===== config.mk =====
export PLATFORM = sky130hd
export DESIGN_NAME = cmdpanel_bridge
export DESIGN_NICKNAME = d
export VERILOG_FILES = /design/src/rtl/cmdpanel_pkg.sv /design/src/rtl/cmdpanel_regs.sv /design/src/rtl/cmdpanel_seq.sv /design/src/rtl/cmdpanel_xfer.sv /design/src/rtl/cmdpanel_bridge.sv
export SDC_FILE = /design/constraint.sdc
export NUM_CORES = 1
export LEC_CHECK = 0
export BUFFER_PORTS_ARGS = -buffer_cell sky130_fd_sc_hd__buf_2
export CAP_MARGIN = 5
export CORE_MARGIN = 1.5
export CORE_UTILIZATION = 55
export DETAILED_ROUTE_END_ITERATION = 10
export MAX_ROUTING_LAYER = met4
export PLACE_DENSITY = 0.76
export SYNTH_ARGS = -nofsm -noshare
export SYNTH_HDL_FRONTEND = slang
export SYNTH_HIERARCHICAL = 1
export SYNTH_SLANG_ARGS = --single-unit

===== constraint.sdc =====
create_clock -name clk -period 4.2 [get_ports clk]
set_input_delay 1.05 -clock clk [delete_from_list [all_inputs] [get_ports clk]]
set_output_delay 1.05 -clock clk [all_outputs]
set_load 0.1 [all_outputs]

===== src/rtl/cmdpanel_pkg.sv =====
// Shared register indices, masks and access kinds for the command-mode
// panel bridge. Assumes a 32-bit CPU word and a 16-bit panel bus.
package cmdpanel_pkg;
    localparam int AW      = 5;
    localparam int DW      = 32;
    localparam int HW      = 16;
    localparam int NPANEL  = 2;
    localparam int NCFG    = 2;
    localparam int NDCYC   = 6;

    localparam logic [AW-1:0] IX_CTRL   = 5'd0;
    localparam logic [AW-1:0] IX_STAT   = 5'd1;
    localparam logic [AW-1:0] IX_COUNT  = 5'd2;
    localparam logic [AW-1:0] IX_CMD    = 5'd3;
    localparam logic [AW-1:0] IX_PARAM  = 5'd4;
    localparam logic [AW-1:0] IX_DATA   = 5'd5;
    localparam logic [AW-1:0] IX_RDDAT  = 5'd6;
    localparam logic [AW-1:0] IX_RDSTA  = 5'd7;
    localparam logic [AW-1:0] IX_IRQ    = 5'd8;
    localparam logic [AW-1:0] IX_SKIP   = 5'd9;
    localparam logic [AW-1:0] IX_VSW    = 5'd10;
    localparam logic [AW-1:0] IX_HSW    = 5'd11;
    localparam logic [AW-1:0] IX_CFG0   = 5'd12;
    localparam logic [AW-1:0] IX_ONOFF0 = 5'd14;
    localparam logic [AW-1:0] IX_CYC0   = 5'd16;
    localparam logic [AW-1:0] IX_DCYC0  = 5'd18;

    localparam logic [DW-1:0] CFG_MASK   = 32'h003F_1FFF;
    localparam logic [DW-1:0] CFG_RESET  = 32'h0031_0000;
    localparam logic [DW-1:0] ONOFF_MASK = 32'h3FFF_FFFF;
    localparam logic [DW-1:0] CYC_MASK   = 32'h0FFF_FFFF;
    localparam logic [DW-1:0] DCYC_MASK  = 32'h0F1F_0F1F;
    localparam logic [DW-1:0] CFG_CLASH  = 32'h0000_000C;
    localparam int SKIP_W  = 11;
    localparam int SYNC_W  = 16;
    localparam int CTRL_W  = 4;
    localparam logic [CTRL_W-1:0] CTRL_RESET = 4'h2;

    typedef enum logic [2:0] {
        ACC_NONE, ACC_CMD, ACC_PARAM, ACC_DATA, ACC_RD_DATA, ACC_RD_STAT
    } acc_kind_t;
endpackage


===== src/rtl/cmdpanel_regs.sv =====
// Control and configuration storage. Holds the 4-bit control word and the
// masked timing/format words; returns them on a combinational read port.
// Assumes wr_en is high for one cycle per accepted CPU write.
module cmdpanel_regs
    import cmdpanel_pkg::*;
(
    input  logic              clk,
    input  logic              rst_n,
    input  logic              wr_en,
    input  logic [AW-1:0]     addr,
    input  logic [DW-1:0]     wdata,
    input  logic [AW-1:0]     rd_addr,
    output logic [CTRL_W-1:0] ctrl_o,
    output logic [DW-1:0]     cfg0_o,
    output logic [DW-1:0]     cfg1_o,
    output logic [DW-1:0]     rd_data_o,
    output logic              rd_hit_o
);
    logic [CTRL_W-1:0] ctrl_q;
    logic [SKIP_W-1:0] skip_q;
    logic [SYNC_W-1:0] vsw_q, hsw_q;
    logic [DW-1:0]     cfg_q   [NCFG];
    logic [DW-1:0]     onoff_q [NCFG];
    logic [DW-1:0]     cyc_q   [NCFG];
    logic [DW-1:0]     dcyc_q  [NDCYC];

    // Store every writable word under its mask.
    always_ff @(posedge clk) begin
        if (!rst_n) begin
            ctrl_q <= CTRL_RESET;
            skip_q <= '0;
            vsw_q  <= '0;
            hsw_q  <= '0;
            for (int i = 0; i < NCFG; i++) begin
                cfg_q[i]   <= CFG_RESET;
                onoff_q[i] <= '0;
                cyc_q[i]   <= '0;
            end
            for (int i = 0; i < NDCYC; i++) dcyc_q[i] <= '0;
        end else if (wr_en) begin
            if (addr == IX_CTRL) ctrl_q <= wdata[CTRL_W-1:0];
            if (addr == IX_SKIP) skip_q <= wdata[SKIP_W-1:0];
            if (addr == IX_VSW)  vsw_q  <= wdata[SYNC_W-1:0];
            if (addr == IX_HSW)  hsw_q  <= wdata[SYNC_W-1:0];
            for (int i = 0; i < NCFG; i++) begin
                if (int'(addr) == int'(IX_CFG0) + i)   cfg_q[i]   <= wdata & CFG_MASK;
                if (int'(addr) == int'(IX_ONOFF0) + i) onoff_q[i] <= wdata & ONOFF_MASK;
                if (int'(addr) == int'(IX_CYC0) + i)   cyc_q[i]   <= wdata & CYC_MASK;
            end
            for (int i = 0; i < NDCYC; i++)
                if (int'(addr) == int'(IX_DCYC0) + i) dcyc_q[i] <= wdata & DCYC_MASK;
        end
    end

    // Select the stored word that the read index names.
    always_comb begin
        rd_data_o = '0;
        rd_hit_o  = 1'b0;
        if (rd_addr == IX_CTRL) begin rd_data_o = DW'(ctrl_q); rd_hit_o = 1'b1; end
        if (rd_addr == IX_SKIP) begin rd_data_o = DW'(skip_q); rd_hit_o = 1'b1; end
        if (rd_addr == IX_VSW)  begin rd_data_o = DW'(vsw_q);  rd_hit_o = 1'b1; end
        if (rd_addr == IX_HSW)  begin rd_data_o = DW'(hsw_q);  rd_hit_o = 1'b1; end
        for (int i = 0; i < NCFG; i++) begin
            if (int'(rd_addr) == int'(IX_CFG0) + i)   begin rd_data_o = cfg_q[i];   rd_hit_o = 1'b1; end
            if (int'(rd_addr) == int'(IX_ONOFF0) + i) begin rd_data_o = onoff_q[i]; rd_hit_o = 1'b1; end
            if (int'(rd_addr) == int'(IX_CYC0) + i)   begin rd_data_o = cyc_q[i];   rd_hit_o = 1'b1; end
        end
        for (int i = 0; i < NDCYC; i++)
            if (int'(rd_addr) == int'(IX_DCYC0) + i) begin rd_data_o = dcyc_q[i]; rd_hit_o = 1'b1; end
    end

    assign ctrl_o = ctrl_q;
    assign cfg0_o = cfg_q[0];
    assign cfg1_o = cfg_q[1];

    AST_CFG_MASKED: assert property (@(posedge clk) disable iff (!rst_n)
        (cfg_q[0] & ~CFG_MASK) == '0) else $error("cfg0 outside mask");
endmodule


===== src/rtl/cmdpanel_seq.sv =====
// Panel access sequencer. Turns one request into one or two ready/valid
// panel accesses and captures read responses. Assumes req_valid is only
// raised while idle_o is high.
module cmdpanel_seq
    import cmdpanel_pkg::*;
(
    input  logic              clk,
    input  logic              rst_n,
    input  logic              req_valid,
    input  acc_kind_t         req_kind,
    input  logic [DW-1:0]     req_word,
    input  logic [NPANEL-1:0] req_sel,
    output logic              idle_o,
    output logic [HW-1:0]     rxbuf_o,
    output logic              pnl_valid,
    input  logic              pnl_ready,
    output logic [NPANEL-1:0] pnl_cs,
    output logic              pnl_a0,
    output logic              pnl_rd,
    output logic [HW-1:0]     pnl_wdata,
    input  logic [HW-1:0]     pnl_rdata
);
    logic          hi_pend;
    logic [HW-1:0] hi_word;
    logic [NPANEL-1:0] rd_sel;

    // A read goes to the lowest enabled panel only.
    assign rd_sel = req_sel[0] ? NPANEL'(1) : NPANEL'(2);

    // Launch, hold and retire panel accesses; capture read data.
    always_ff @(posedge clk) begin
        if (!rst_n) begin
            pnl_valid <= 1'b0;
            pnl_cs    <= '0;
            pnl_a0    <= 1'b0;
            pnl_rd    <= 1'b0;
            pnl_wdata <= '0;
            hi_pend   <= 1'b0;
            hi_word   <= '0;
            rxbuf_o   <= '0;
        end else if (pnl_valid) begin
            if (pnl_ready) begin
                if (pnl_rd) rxbuf_o <= pnl_rdata;
                if (hi_pend) begin
                    pnl_wdata <= hi_word;
                    hi_pend   <= 1'b0;
                end else begin
                    pnl_valid <= 1'b0;
                    pnl_rd    <= 1'b0;
                end
            end
        end else if (req_valid && req_sel != '0) begin
            pnl_valid <= 1'b1;
            pnl_wdata <= req_word[HW-1:0];
            pnl_cs    <= req_sel;
            pnl_rd    <= 1'b0;
            pnl_a0    <= 1'b1;
            case (req_kind)
                ACC_CMD:   pnl_a0 <= 1'b0;
                ACC_DATA:  begin hi_pend <= 1'b1; hi_word <= req_word[DW-1:HW]; end
                ACC_RD_DATA: begin pnl_rd <= 1'b1; pnl_cs <= rd_sel; end
                ACC_RD_STAT: begin pnl_rd <= 1'b1; pnl_cs <= rd_sel; pnl_a0 <= 1'b0; end
                default: ;
            endcase
        end
    end

    assign idle_o = !pnl_valid;

    AST_HOLD_WHILE_STALLED: assert property (@(posedge clk) disable iff (!rst_n)
        pnl_valid && !pnl_ready |=> pnl_valid && $stable(pnl_wdata) && $stable(pnl_a0) && $stable(pnl_cs))
        else $error("stalled access changed");
    AST_HIGH_HALF_FOLLOWS: assert property (@(posedge clk) disable iff (!rst_n)
        pnl_valid && pnl_ready && hi_pend |=> pnl_valid && pnl_a0 && !pnl_rd)
        else $error("second half missing");
    AST_READ_ONE_PANEL: assert property (@(posedge clk) disable iff (!rst_n)
        pnl_valid && pnl_rd |-> $countones(pnl_cs) == 1) else $error("read hit two panels");
    AST_ACCESS_HAS_PANEL: assert property (@(posedge clk) disable iff (!rst_n)
        pnl_valid |-> pnl_cs != '0) else $error("access with no panel");
endmodule


===== src/rtl/cmdpanel_xfer.sv =====
// Frame transfer control: pixel counter, busy flag, start gating and the
// sticky frame-done flag. Assumes dec_i, cnt_wr_i, start_req_i and
// irq_clr_i are single-cycle strobes that never coincide.
module cmdpanel_xfer
    import cmdpanel_pkg::*;
#(
    parameter int CNT_W = 32
) (
    input  logic             clk,
    input  logic             rst_n,
    input  logic             dec_i,
    input  logic             cnt_wr_i,
    input  logic [CNT_W-1:0] cnt_wdata_i,
    input  logic             start_req_i,
    input  logic             enable_i,
    input  logic             bypass_i,
    input  logic             mode_i,
    input  logic [DW-1:0]    cfg0_i,
    input  logic [DW-1:0]    cfg1_i,
    input  logic             irq_clr_i,
    output logic [CNT_W-1:0] cnt_o,
    output logic             busy_o,
    output logic             done_o
);
    logic start_ok, last_acc, clash;

    assign clash    = (cfg0_i & cfg1_i & CFG_CLASH) != '0;
    assign start_ok = start_req_i && enable_i && !bypass_i && mode_i && !busy_o && !clash;
    assign last_acc = busy_o && dec_i && cnt_o <= CNT_W'(1);

    // Pixel counter: load on write, count down and hold at zero.
    always_ff @(posedge clk) begin
        if (!rst_n)                       cnt_o <= '0;
        else if (cnt_wr_i)                cnt_o <= cnt_wdata_i;
        else if (dec_i && cnt_o != '0)    cnt_o <= cnt_o - CNT_W'(1);
    end

    // Busy: raised by an allowed start, dropped on the last access.
    always_ff @(posedge clk) begin
        if (!rst_n)                          busy_o <= 1'b0;
        else if (start_ok && cnt_o != '0)    busy_o <= 1'b1;
        else if (last_acc)                   busy_o <= 1'b0;
    end

    // Frame-done flag: set on completion, cleared by software.
    always_ff @(posedge clk) begin
        if (!rst_n)                                      done_o <= 1'b0;
        else if ((start_ok && cnt_o == '0) || last_acc)  done_o <= 1'b1;
        else if (irq_clr_i)                              done_o <= 1'b0;
    end

    AST_COUNT_NO_WRAP: assert property (@(posedge clk) disable iff (!rst_n)
        dec_i && !cnt_wr_i && cnt_o == '0 |=> cnt_o == '0) else $error("counter wrapped");
    AST_BUSY_ENDS_AT_ZERO: assert property (@(posedge clk) disable iff (!rst_n)
        $fell(busy_o) |-> cnt_o == '0) else $error("busy fell early");
    AST_DONE_ON_FINISH: assert property (@(posedge clk) disable iff (!rst_n)
        $fell(busy_o) |-> done_o) else $error("no frame done");
    AST_CLASH_BLOCKS_START: assert property (@(posedge clk) disable iff (!rst_n)
        start_req_i && clash && !busy_o |=> !busy_o) else $error("clash started");
endmodule


===== src/rtl/cmdpanel_bridge.sv =====
// Top of the command-mode panel bridge. Decodes CPU writes into register
// updates, panel requests and transfer strobes, and builds the read word.
// Assumes a write is taken only in a cycle with cpu_ready high.
module cmdpanel_bridge
    import cmdpanel_pkg::*;
#(
    parameter int CNT_W = 32
) (
    input  logic              clk,
    input  logic              rst_n,
    input  logic              cpu_wr,
    input  logic [AW-1:0]     cpu_addr,
    input  logic [DW-1:0]     cpu_wdata,
    output logic              cpu_ready,
    output logic [DW-1:0]     cpu_rdata,
    input  logic              disp_mode_en,
    output logic              frame_irq,
    output logic              pnl_valid,
    input  logic              pnl_ready,
    output logic [NPANEL-1:0] pnl_cs,
    output logic              pnl_a0,
    output logic              pnl_rd,
    output logic [HW-1:0]     pnl_wdata,
    input  logic [HW-1:0]     pnl_rdata
);
    logic              wr_acc, seq_idle, busy, done, reg_hit, counts;
    logic [CTRL_W-1:0] ctrl;
    logic [DW-1:0]     cfg0, cfg1, reg_rdata;
    logic [HW-1:0]     rxbuf;
    logic [CNT_W-1:0]  cnt;
    acc_kind_t         kind;

    assign wr_acc    = cpu_wr && seq_idle;
    assign cpu_ready = seq_idle;
    assign frame_irq = done;

    // Map the write index to a panel access kind.
    always_comb begin
        case (cpu_addr)
            IX_CMD:   kind = ACC_CMD;
            IX_PARAM: kind = ACC_PARAM;
            IX_DATA:  kind = ACC_DATA;
            IX_RDDAT: kind = ACC_RD_DATA;
            IX_RDSTA: kind = ACC_RD_STAT;
            default:  kind = ACC_NONE;
        endcase
    end

    assign counts = kind == ACC_DATA || kind == ACC_RD_DATA || kind == ACC_RD_STAT;

    cmdpanel_regs u_regs (
        .clk(clk), .rst_n(rst_n), .wr_en(wr_acc), .addr(cpu_addr), .wdata(cpu_wdata),
        .rd_addr(cpu_addr), .ctrl_o(ctrl), .cfg0_o(cfg0), .cfg1_o(cfg1),
        .rd_data_o(reg_rdata), .rd_hit_o(reg_hit)
    );

    cmdpanel_seq u_seq (
        .clk(clk), .rst_n(rst_n), .req_valid(wr_acc && kind != ACC_NONE),
        .req_kind(kind), .req_word(cpu_wdata), .req_sel(ctrl[3:2]),
        .idle_o(seq_idle), .rxbuf_o(rxbuf),
        .pnl_valid(pnl_valid), .pnl_ready(pnl_ready), .pnl_cs(pnl_cs),
        .pnl_a0(pnl_a0), .pnl_rd(pnl_rd), .pnl_wdata(pnl_wdata), .pnl_rdata(pnl_rdata)
    );

    cmdpanel_xfer #(.CNT_W(CNT_W)) u_xfer (
        .clk(clk), .rst_n(rst_n),
        .dec_i(wr_acc && counts),
        .cnt_wr_i(wr_acc && cpu_addr == IX_COUNT),
        .cnt_wdata_i(cpu_wdata[CNT_W-1:0]),
        .start_req_i(wr_acc && cpu_addr == IX_CTRL && cpu_wdata[4]),
        .enable_i(cpu_wdata[0]), .bypass_i(cpu_wdata[1]), .mode_i(disp_mode_en),
        .cfg0_i(cfg0), .cfg1_i(cfg1),
        .irq_clr_i(wr_acc && cpu_addr == IX_IRQ && cpu_wdata[0]),
        .cnt_o(cnt), .busy_o(busy), .done_o(done)
    );

    // Assemble the read word for the current index.
    always_comb begin
        case (cpu_addr)
            IX_STAT:  cpu_rdata = {23'b0, busy, 7'b0, 1'b1};
            IX_COUNT: cpu_rdata = DW'(cnt);
            IX_RDDAT, IX_RDSTA: cpu_rdata = DW'(rxbuf);
            IX_IRQ:   cpu_rdata = DW'(done);
            default:  cpu_rdata = reg_hit ? reg_rdata : '0;
        endcase
    end

    AST_CMD_REACHES_PANEL: assert property (@(posedge clk) disable iff (!rst_n)
        wr_acc && cpu_addr == IX_CMD && ctrl[3:2] != '0 |=> pnl_valid && !pnl_a0 && !pnl_rd)
        else $error("command not launched");
    AST_NO_TAKE_WHILE_PENDING: assert property (@(posedge clk) disable iff (!rst_n)
        pnl_valid |-> !cpu_ready) else $error("ready during access");
endmodule


* After elaboration in Yosys (flattened, before gate mapping)
Memories as Yosys holds them, arrays and structs flattened.
Cells that the tools add are included.
** Word-level totals
- Bits in registers :: 135
- Logic and storage cells :: 237
- Memories kept :: 4
- Bits in writable memories :: 262
- Input bits :: 58
** Memories
- u_regs.dcyc_q :: words 6, bits a word 18, rd ports 6, clocked after Yosys merged registers in 0, wr ports 6, line cmdpanel_regs.sv:25 : logic [DW-1:0] dcyc_q [NDCYC];
- u_regs.onoff_q :: words 2, bits a word 30, rd ports 2, clocked after Yosys merged registers in 0, wr ports 2, line cmdpanel_regs.sv:23 : logic [DW-1:0] onoff_q [NCFG];
- u_regs.cyc_q :: words 2, bits a word 28, rd ports 2, clocked after Yosys merged registers in 0, wr ports 2, line cmdpanel_regs.sv:24 : logic [DW-1:0] cyc_q [NCFG];
- u_regs.cfg_q :: words 2, bits a word 19, rd ports 2, clocked after Yosys merged registers in 0, wr ports 2, line cmdpanel_regs.sv:22 : logic [DW-1:0] cfg_q [NCFG];
** Operators by class
- Multiplexer cells :: 122
- Bitwise operators :: 14
- Reductions and logical operators :: 50
- $lt $le $gt $ge :: 1
- Equality and inequality tests :: 30
- Add/subtract/negate cells :: 1
** Operators by type and width (number)
- $mux W32 :: 15
- $pmux W32 S4 :: 1
- $mux W18 :: 6
- $mux W16 :: 6
- $mux W1 :: 83
- $reduce_bool A32 Y1 :: 2
- $eq A5 B5 Y1 const B :: 12
- $mux W30 :: 2
- $mux W28 :: 2
- $mux W19 :: 2
- $le A32 B1 Y1 const B :: 1
- $logic_not A32 Y1 :: 1
- $sub A32 B1 Y32 const B :: 1
- $eq A5 B3 Y1 const B :: 4
- $eq A5 B4 Y1 const B :: 4
- $logic_and A1 B1 Y1 :: 19
- $pmux W3 S5 :: 1
- $reduce_and A3 Y1 :: 5
- $or A1 B1 Y1 :: 12
- $reduce_bool A2 Y1 :: 6
- $mux W11 :: 1
- $eq A5 B2 Y1 const B :: 2
- $reduce_and A2 Y1 :: 5
- $eq A3 B3 Y1 const B :: 2
- 13 further kinds :: 23

* Longest topological paths before layout
Gate-level depths: netlist (run 1).
- Depth after elaboration :: 19
- Gate-level depth with buffers :: 11
- Depth with buffers taken out :: 8

* Hierarchy
Netlist (run 1), hierarchy kept.
** Modules (own cells, without submodules)
- cmdpanel_regs :: cells an instance 1213, area an instance 14596.5 µm², instances 1
- cmdpanel_seq :: cells an instance 263, area an instance 2321.0 µm², instances 1
- cmdpanel_xfer :: cells an instance 280, area an instance 2254.7 µm², instances 1
- cmdpanel_bridge :: cells an instance 107, area an instance 774.5 µm², instances 1

* Worst setup path before layout (run 1)
No wires, ideal clock.
- Path kind :: input port to output port
- From :: input cpu_addr[0]
- To :: output cpu_rdata[5]
- Setup slack :: -1.297 ns
- Stages :: 8
- Data arrival time :: 4.447 ns
- Path buffers :: 3
- Cell sequence :: buf_2 buf_4 nor2_1 a21oi_1 xnor2_1 clkbuf_1 nand2_1 o21ai_0
** On the way
- Word-level cells in the longest chain between the ends :: 19
- Elaborated cells between the ends (all ways) :: 55
** Ends and longest elaborated chain
- from (decl) :: line cmdpanel_bridge.sv:12 : input logic [AW-1:0] cpu_addr,
- $logic_not A5 Y1 :: line cmdpanel_regs.sv:59 : if (rd_addr == IX_CTRL) begin rd_data_o = DW'(ctrl_q); rd_hit_o = 1'b1; end
- $mux W1 :: line cmdpanel_regs.sv:59
- $mux W1 :: line cmdpanel_regs.sv:60 : if (rd_addr == IX_SKIP) begin rd_data_o = DW'(skip_q); rd_hit_o = 1'b1; end
- $mux W1 :: line cmdpanel_regs.sv:61 : if (rd_addr == IX_VSW) begin rd_data_o = DW'(vsw_q); rd_hit_o = 1'b1; end
- $mux W1 :: line cmdpanel_regs.sv:62 : if (rd_addr == IX_HSW) begin rd_data_o = DW'(hsw_q); rd_hit_o = 1'b1; end
- $mux W1 :: line cmdpanel_regs.sv:64 : if (int'(rd_addr) == int'(IX_CFG0) + i) begin rd_data_o = cfg_q[i]; rd_hit_o = 1'b1; end
- $mux W1 :: line cmdpanel_regs.sv:65 : if (int'(rd_addr) == int'(IX_ONOFF0) + i) begin rd_data_o = onoff_q[i]; rd_hit_o = 1'b1; end
- $mux W1 :: line cmdpanel_regs.sv:66 : if (int'(rd_addr) == int'(IX_CYC0) + i) begin rd_data_o = cyc_q[i]; rd_hit_o = 1'b1; end
- $mux W1 :: line cmdpanel_regs.sv:64
- $mux W1 :: line cmdpanel_regs.sv:65
- $mux W1 :: line cmdpanel_regs.sv:66
- $mux W1 (5 in a row) :: line cmdpanel_regs.sv:69 : if (int'(rd_addr) == int'(IX_DCYC0) + i) begin rd_data_o = dcyc_q[i]; rd_hit_o = 1'b1; end
- $mux W1 * :: line cmdpanel_regs.sv:69
- net reg_hit :: line cmdpanel_bridge.sv:26 : logic wr_acc, seq_idle, busy, done, reg_hit, counts;
- $mux W32 * :: line cmdpanel_bridge.sv:84 : default: cpu_rdata = reg_hit ? reg_rdata : '0;
- $pmux W32 S4 * :: line cmdpanel_bridge.sv:79 : case (cpu_addr)
- to (decl) :: line cmdpanel_bridge.sv:15 : output logic [DW-1:0] cpu_rdata,
Mark *: on every way through the listed nets, which the timed path passes. The rest lies on a longest branch.

* Final worst setup path (run 1)
- From :: input cpu_addr[2]
- To :: output cpu_rdata[4]
** On the way
- Elaborated cells between the ends (all ways) :: 55
** RTL lines
- $eq A5 B4 Y1 :: line cmdpanel_regs.sv:60
- $mux W11 :: line cmdpanel_regs.sv:60
- $mux W16 :: line cmdpanel_regs.sv:61
- $mux W16 :: line cmdpanel_regs.sv:62
- $mux W32 :: line cmdpanel_regs.sv:64
- $mux W32 :: line cmdpanel_regs.sv:65
- $mux W32 :: line cmdpanel_regs.sv:66
- $mux W32 :: line cmdpanel_regs.sv:64
- $mux W32 :: line cmdpanel_regs.sv:65
- $mux W32 :: line cmdpanel_regs.sv:66
- $mux W32 (5 in a row) :: line cmdpanel_regs.sv:69
- $mux W32 * :: line cmdpanel_regs.sv:69
- net reg_rdata[4] :: line cmdpanel_bridge.sv:28 : logic [DW-1:0] cfg0, cfg1, reg_rdata;
- $mux W32 * :: line cmdpanel_bridge.sv:84
- $pmux W32 S4 * :: line cmdpanel_bridge.sv:79
Marked as above.

==> results of run 1 <==
-- layer usage --
layer  routed length, um  vias to the layer above  global-route usage [%]
li1                    -                     7218                       -
met1               27100                     7971                    52.1
met2               30100                     1113                    55.0
met3                7950                      191                    7.16
met4                3350                        0                    17.5
met5                   0                        -                       -
-- power by group --
| part | switching, mW | internal, mW | leakage, nW |
|---|---|---|---|
| registers | 0.0581 | 4.25 | 3.89 |
| clock network | 1.58 | 2.40 | 0.745 |
| logic | 0.880 | 0.403 | 4.60 |
-- cell type report --
cell class                 instances  area, um^2  share of cell area, %
antenna                            3        7.51                 0.0315
clock buffer                      68        1390                   5.81
clock inverter                    11         126                  0.530
inverter                          21        78.8                  0.331
multi-input combinational       1268        8600                   36.1
sequential                       397       10600                   44.3
tap                              461         577                   2.42
timing repair buffer             284        2500                   10.5
-- worst reg2reg max path, delay by kind of cell, from the launching register on --
family	cells	cell delay [ps]
AOI/OAI and AO/OA	2	300
buffers and inverters	1	300
DFF	1	400
and+or+nand+nor	3	1860
-- sequential cells by signal, indices dropped and copies added (netlist names), 11 cells and up --
register and count:
u_regs/skip_q 11, u_seq/hi_word 16, u_regs/cyc_q 56, u_regs/onoff_q 60
u_regs/hsw_q 16, u_regs/cfg_q 38, u_regs/vsw_q 16, u_xfer/cnt_o 32
u_seq/pnl_wdata 16, u_regs/dcyc_q 108, u_seq/rxbuf_o 16
-- what timing repair did --
item | CTS | global route
pin swaps | 2 | 3
gates resized for setup | 14 | 21
setup buffers | 2 | 0
endpoints found under the setup margin | 10 | 17
-- cell usage in the layout, fill, tap and decap left out, types with 17 or more instances in the layout --
| master | count |
|---|---|
| nor2_1 | 59 |
| nand2b_1 | 26 |
| nand2_1 | 195 |
| and2_1 | 191 |
| clkbuf_16 | 50 |
| nor2b_1 | 53 |
| edfxtp_1 | 262 |
| inv_1 | 20 |
| a21oi_1 | 62 |
| nand3_1 | 32 |
| nor3_1 | 17 |
| buf_4 | 163 |
| mux2_2 | 31 |
| nor4_1 | 19 |
| o21ai_0 | 84 |
| a32oi_1 | 26 |
| buf_12 | 43 |
| buf_2 | 74 |
| o22ai_1 | 22 |
| a31oi_1 | 22 |
| a22oi_1 | 20 |
| mux2i_1 | 91 |
| dfxtp_1 | 135 |
| o21ai_2 | 21 |
-- path summary, 6_finish.rpt --
kind	from	to	slack, ps	cells after the start
min reg2reg	u_seq/hi_word[7]	u_seq/hi_word[7]	460	2
max	cpu_addr[2]	cpu_rdata[4]	0.005	10
min	u_seq/hi_word[7]	u_seq/hi_word[7]	460	2
max reg2reg	u_xfer/cnt_o[4]	u_xfer/cnt_o[9]	1280	6
-- metrics by stage --
stage | power, mW | cells | util [%] | instance area (um^2)
after floorplan | 5.11 | 1838 | - | 19900
after global placement | 5.59 | 2429 | 62.5 | 22200
after detailed placement | 5.61 | 2429 | 62.5 | 22200
after CTS | 9.54 | 2510 | 67.0 | 23800
after global routing | 9.78 | 2513 | 67.2 | 23800
final | 9.57 | 2513 | 67.2 | 23800
==> impl_results.md, run 1 <==
- Wire per inst: between 20 and 30 um
- CP top delay family: compound AO/OA/AOI/OAI gates
- Initial antenna violation count: 4
- Pwr dens: ~400 nW/um^2
- Min-Delay Path Class: flip-flop to flip-flop
- Die area: approximately 37000 um^2
- Placer Congestion: 1.02
- Cts bufs inserted: 43
- Post-synthesis cell area: 19800 um^2
- Worst Setup End Kind: output port
- HPWL after DPL: ~47000 um
- GR Overflow Total: 0
- Cell Rows: 69
- Crit share post-route: ~100%
- RSZ-0062 raised after global routing: yes
- Crit-path max cell delay: approximately 310 ps
- Skew final: approximately 20 ps
- Area growth, synth to finish: 20.7%
- CP arrival: 3150 ps
- Nets: approximately 2100
- Max Cap Viol: 0
- Critical path's slowest cell: o221a_1
- Starting Density: a little under three fifths
- Number of primary I/O pins: between 100 and 150
- Core area: between 30000 and 40000 um^2
- Die width: a little under 200 um
- Initial DRT Pass Iterations: 8
- FMAX: roughly 240 MHz
- Drt total wl: roughly 69000 um
- Final setup viols: 0
- Root Buffer: clkbuf_16
- Hold Slack: 456 ps
- CTS tree: yes
- CP bufs+invs: 3
- Crit Path Max Fanout: 13
- Crit path launch type: primary input
- Clock sink count: 397
- Avg Synthesized Cell Area: approximately 11 um^2
- Fin. max-slew vios: 0
- Clk Latency, worst-skew pair: just under 600 ps
- Largest net degree at the start of global routing: 68
- DRT iter0 DRCs: between 2000 and 2500
- Htree depth: 2
- Ratio of cells with drive above 1 in the final layout: 23.4%
- Antenna Violating Nets Remaining: 0
- Crit path time final: between 4000 and 5000 ps
- Register clock-pin slew on the reported worst setup and hold paths: 60 ps
- Setup WS post-layout: 0.00511 ps
- Synth Warn #: 6
- Vias per inst: 6.56
- DRC violations left: 0
- DR vias: about 16000
- First-pass GRT wire length: 99100 um
- VDD IR max: 0.663 mV
- Number of global-route vias before repair: approximately 16000
- Critical Path, Cell by Cell: buf_4 -> buf_4 -> nor3b_4 -> nand2_2 -> o221a_1 -> a32oi_1 -> o2bb2ai_2 -> nand2_2 -> o21ai_2 -> buf_12
- Pleak: 9.23 nW
- Crit Path Category: primary input to output port
- Die Y: 193 um
- WP data required: 3150 ps
- Slew margin rel.: around 18%
- Cells after Synth: approximately 1800
- CTS Buffer Depth: 3
- Worst slew pin tran: about 1200 ps
- Status: completed
- Hold Violations, Final: 0
- Placement Setup Slack: -155 ps
- Cts hold-fix bufs: 0
- Port-buffer cells: 112
- Fillers: 2712
- Setup TNS: 0 ps
- Total GRT Usage: between 30% and 40%
No activity file was read; power rests on OpenSTA's default activity.
==> run 2: changes to the inputs <==
PLACE_DENSITY = 0.73   (was 0.76)
clock period = 3.95 ns   (was 4.2 ns; I/O delays follow)
==> run 2 against run 1 <==
The flow now finishes with violations (setup timing). Core utilization is 2.9 points higher. Clock power up 2%. Combinational power up 16%. Highest routed layer unchanged.
==> impl_results.md, run 2 (synthesis results as in run 1) <==
- Status: complete, but fails checks (was completed)
- Failing checks: setup timing
- Worst slew pin tran: 874 ps (was 1230 ps)
- Placement Setup Slack: -490 ps (was -155 ps)
- CTS Buffer Depth: 3 (unchanged)
- Vias per inst: 6.60 (was 6.56)
- Max Cap Viol: 0 (unchanged)
- Critical Path, Cell by Cell: buf_12 -> buf_12 -> or4b_4 -> o21ai_2 -> a21oi_2 -> a211o_1 -> nand3_2 -> nand2_2 -> o211ai_1 -> buf_12 (was buf_4 -> buf_4 -> nor3b_4 -> nand2_2 -> o221a_1 -> a32oi_1 -> o2bb2ai_2 -> nand2_2 -> o21ai_2 -> buf_12)
- Worst Setup End Kind: output port (unchanged)
- Max reg flops: 108 (unchanged)
- DR vias: 16900 (was 16500)
- Crit-path max cell delay: 610 ps (was 310 ps)
- Crit Path Max Fanout: 8 (was 13)
- Starting Density: 55.7% (unchanged)
- Antenna Violating Nets Remaining: 0 (unchanged)
- Hold depth: 2 (unchanged)
- GR Overflow Total: 0 (unchanged)
- Pwr dens: 407 nW/um^2 (was 401 nW/um^2)
- Worst Hold End: u_seq/pnl_wdata[15] (was u_seq/hi_word[7])
- Die width: 193 um (unchanged)
- Nets: 2122 (was 2076)
- Most frequent cells in the layout: edfxtp_1 (262), and2_1 (190), nand2_1 (186), buf_4 (174), dfxtp_1 (135) (was edfxtp_1 (262), nand2_1 (195), and2_1 (191), buf_4 (163), dfxtp_1 (135))
- Commonest non-fill, non-tap cell in the layout: edfxtp_1 (unchanged)
- Register clock-pin slew on the reported worst setup and hold paths: 60 ps (about the same)
- Util after Layout: 70.1% (was 67.2%)
- HPWL after DPL: 47000 um (was 47500 um)
- Clk Latency, worst-skew pair: 590 ps (was 580 ps)
- Die area: 37100 um^2 (unchanged)
- R2r endpoint: u_xfer/cnt_o[24] (was u_xfer/cnt_o[9])
- Crit share post-route: 102%
- Clock sink count: 397 (unchanged)
- Total GRT Usage: 38.6% (was 38.1%)
- CP bufs+invs: 3 (unchanged)
- Initial antenna violation count: 8 (was 4)
- Hold Violations, Final: 0 (unchanged)
- Pleak: 9.61 nW (was 9.23 nW)
- Most frequent CP cell: buf_12
- Hold Slack: 457 ps (was 456 ps)
- CP arrival: 3060 ps (was 3150 ps)
- Fin. max-slew vios: 0 (unchanged)
- Hold path startpoint: u_seq/pnl_wdata[15] (was u_seq/hi_word[7])
- R2r setup slk: 1110 ps (was 1280 ps)
- Setup WS post-layout: -93.6 ps (was 0.00511 ps)
- Htree depth: 2 (unchanged)
- Placer Congestion: 1.00 (was 1.02)
- Largest Register: u_regs/dcyc_q (unchanged)
- Final setup viols: 12 (was 0)
- DRC violations left: 0 (unchanged)
- Ratio of cells with drive above 1 in the final layout: 28.0% (was 23.4%)
- Number of primary I/O pins: 113 (unchanged)
- Largest regs: u_regs/dcyc_q (108), u_regs/onoff_q (60), u_regs/cyc_q (56) (unchanged)
- Initial DRT Pass Iterations: 6 (was 8)
- RR Startpoint: u_seq/pnl_valid (was u_xfer/cnt_o[4])
- Drt total wl: 70500 um (was 68600 um)
- Min-Delay Path Class: flip-flop to flip-flop (unchanged)
- RSZ-0062 raised after global routing: yes (unchanged)
- Crit path time final: between 4000 and 5000 ps
- Number of global-route vias before repair: 15900 (was 15700)
- First-pass GRT wire length: 100000 um (was 99100 um)
- Port-buffer cells: 112 (unchanged)
- Core area: 35500 um^2 (unchanged)
- Critical path's slowest cell: or4b_4 (was o221a_1)
- Crit Path Category: primary input to output port (unchanged)
- FMAX: 247 MHz
- VDD IR max: 0.394 mV (was 0.663 mV)
- Reg2Reg Depth: 8 (was 6)
- Area growth, synth to finish: 25.9% (was 20.7%)
- WP data required: 2960 ps (was 3150 ps)
- Cell Rows: 69 (unchanged)
- CTS tree: yes (unchanged)
- CP top delay family: simple AND/OR/NAND/NOR gates (was compound AO/OA/AOI/OAI gates)
- Crit path launch type: primary input (unchanged)
- Wire per inst: 27.5 um (was 27.3 um)
- Cts hold-fix bufs: 0 (unchanged)
- Root Buffer: clkbuf_16 (unchanged)
- Slew margin rel.: 41.7% (was 17.8%)
- Skew final: 19.1 ps (was 20.2 ps)
- Cts bufs inserted: 44 (was 43)
- Largest net degree at the start of global routing: 54 (was 68)
- DRT iter0 DRCs: 2330 (was 2281)
- Die Y: 193 um (unchanged)
[run 2: cell count changes in the layout (fill, tap and decap cells not counted), moves of 11 or more]
cell / delta
buf_12: +12
buf_4: +11
buf_6: +15
o21ai_4: +15
[run 2: metal layers]
layer | part of all wire, % | routed length, um | vias to the layer above | track usage, %
li1 | - | - | 7313 | -
met1 | 39 | 27700 | 8154 | 52.3
met2 | 44 | 30800 | 1209 | 55.3
met3 | 12 | 8220 | 238 | 7.24
met4 | 5.3 | 3760 | 0 | 20.1
met5 | 0 | 0 | - | -
[run 2: final cells by class]
| class | instances | area [um^2] |
|---|---|---|
| antenna | 4 | 10.0 |
| clock buffer | 53 | 1140 |
| sequential | 397 | 10600 |
| clock inverter | 29 | 263 |
| timing repair buffer | 329 | 3120 |
| fill | 2576 | 10600 |
| inverter | 21 | 82.6 |
| tap | 461 | 577 |
| multi-input combinational | 1268 | 9090 |
[run 2: metrics by stage]
| step | cell area [um^2] | TNS (ps) | std cells | total power [mW] |
|---|---|---|---|---|
| floorplan | 20000 | -52090 | 1838 | 5.44 |
| global placement | 22500 | -5870 | 2450 | 5.98 |
| detailed placement | 22500 | -6410 | 2450 | 6.00 |
| CTS | 24300 | -311 | 2538 | 10.0 |
| global route | 24900 | -908 | 2560 | 10.3 |
| finish | 24900 | -638 | 2562 | 10.1 |
[run 2: worst max path at each step]
stage / to / slack [ps] / cells after the start / start
after floorplan: u_regs/cyc_q[0][28] / -720 / 6 / u_seq/pnl_valid
after global placement: cpu_rdata[0] / -420 / 9 / cpu_addr[1]
after detailed placement: cpu_rdata[4] / -490 / 10 / cpu_addr[1]
after CTS: cpu_rdata[19] / -80 / 9 / cpu_addr[2]
after global routing: cpu_rdata[8] / -120 / 10 / cpu_addr[2]
final: cpu_rdata[8] / -90 / 10 / cpu_addr[2]
[run 2: tightest hold or removal path: stages, from the launching register on]
cell and delay, ps:
dfxtp_1 300, nand2_1 50, mux2i_1 60
[run 2: report_power, final]
group          internal [mW]  switching, mW
Clock                   2.29           1.76
Combinational          0.502          0.984
Sequential              4.52         0.0606
Total                   7.31           2.80
[run 2: timing repair]
| action | CTS | global route |
|---|---|---|
| gates cloned | 1 | 1 |
| gates resized for setup | 76 | 79 |
| setup endpoints to repair | 29 | 27 |
| setup buffers | 8 | 20 |
| pin swaps | 24 | 44 |
| endpoints found under the hold margin | 0 | 0 |
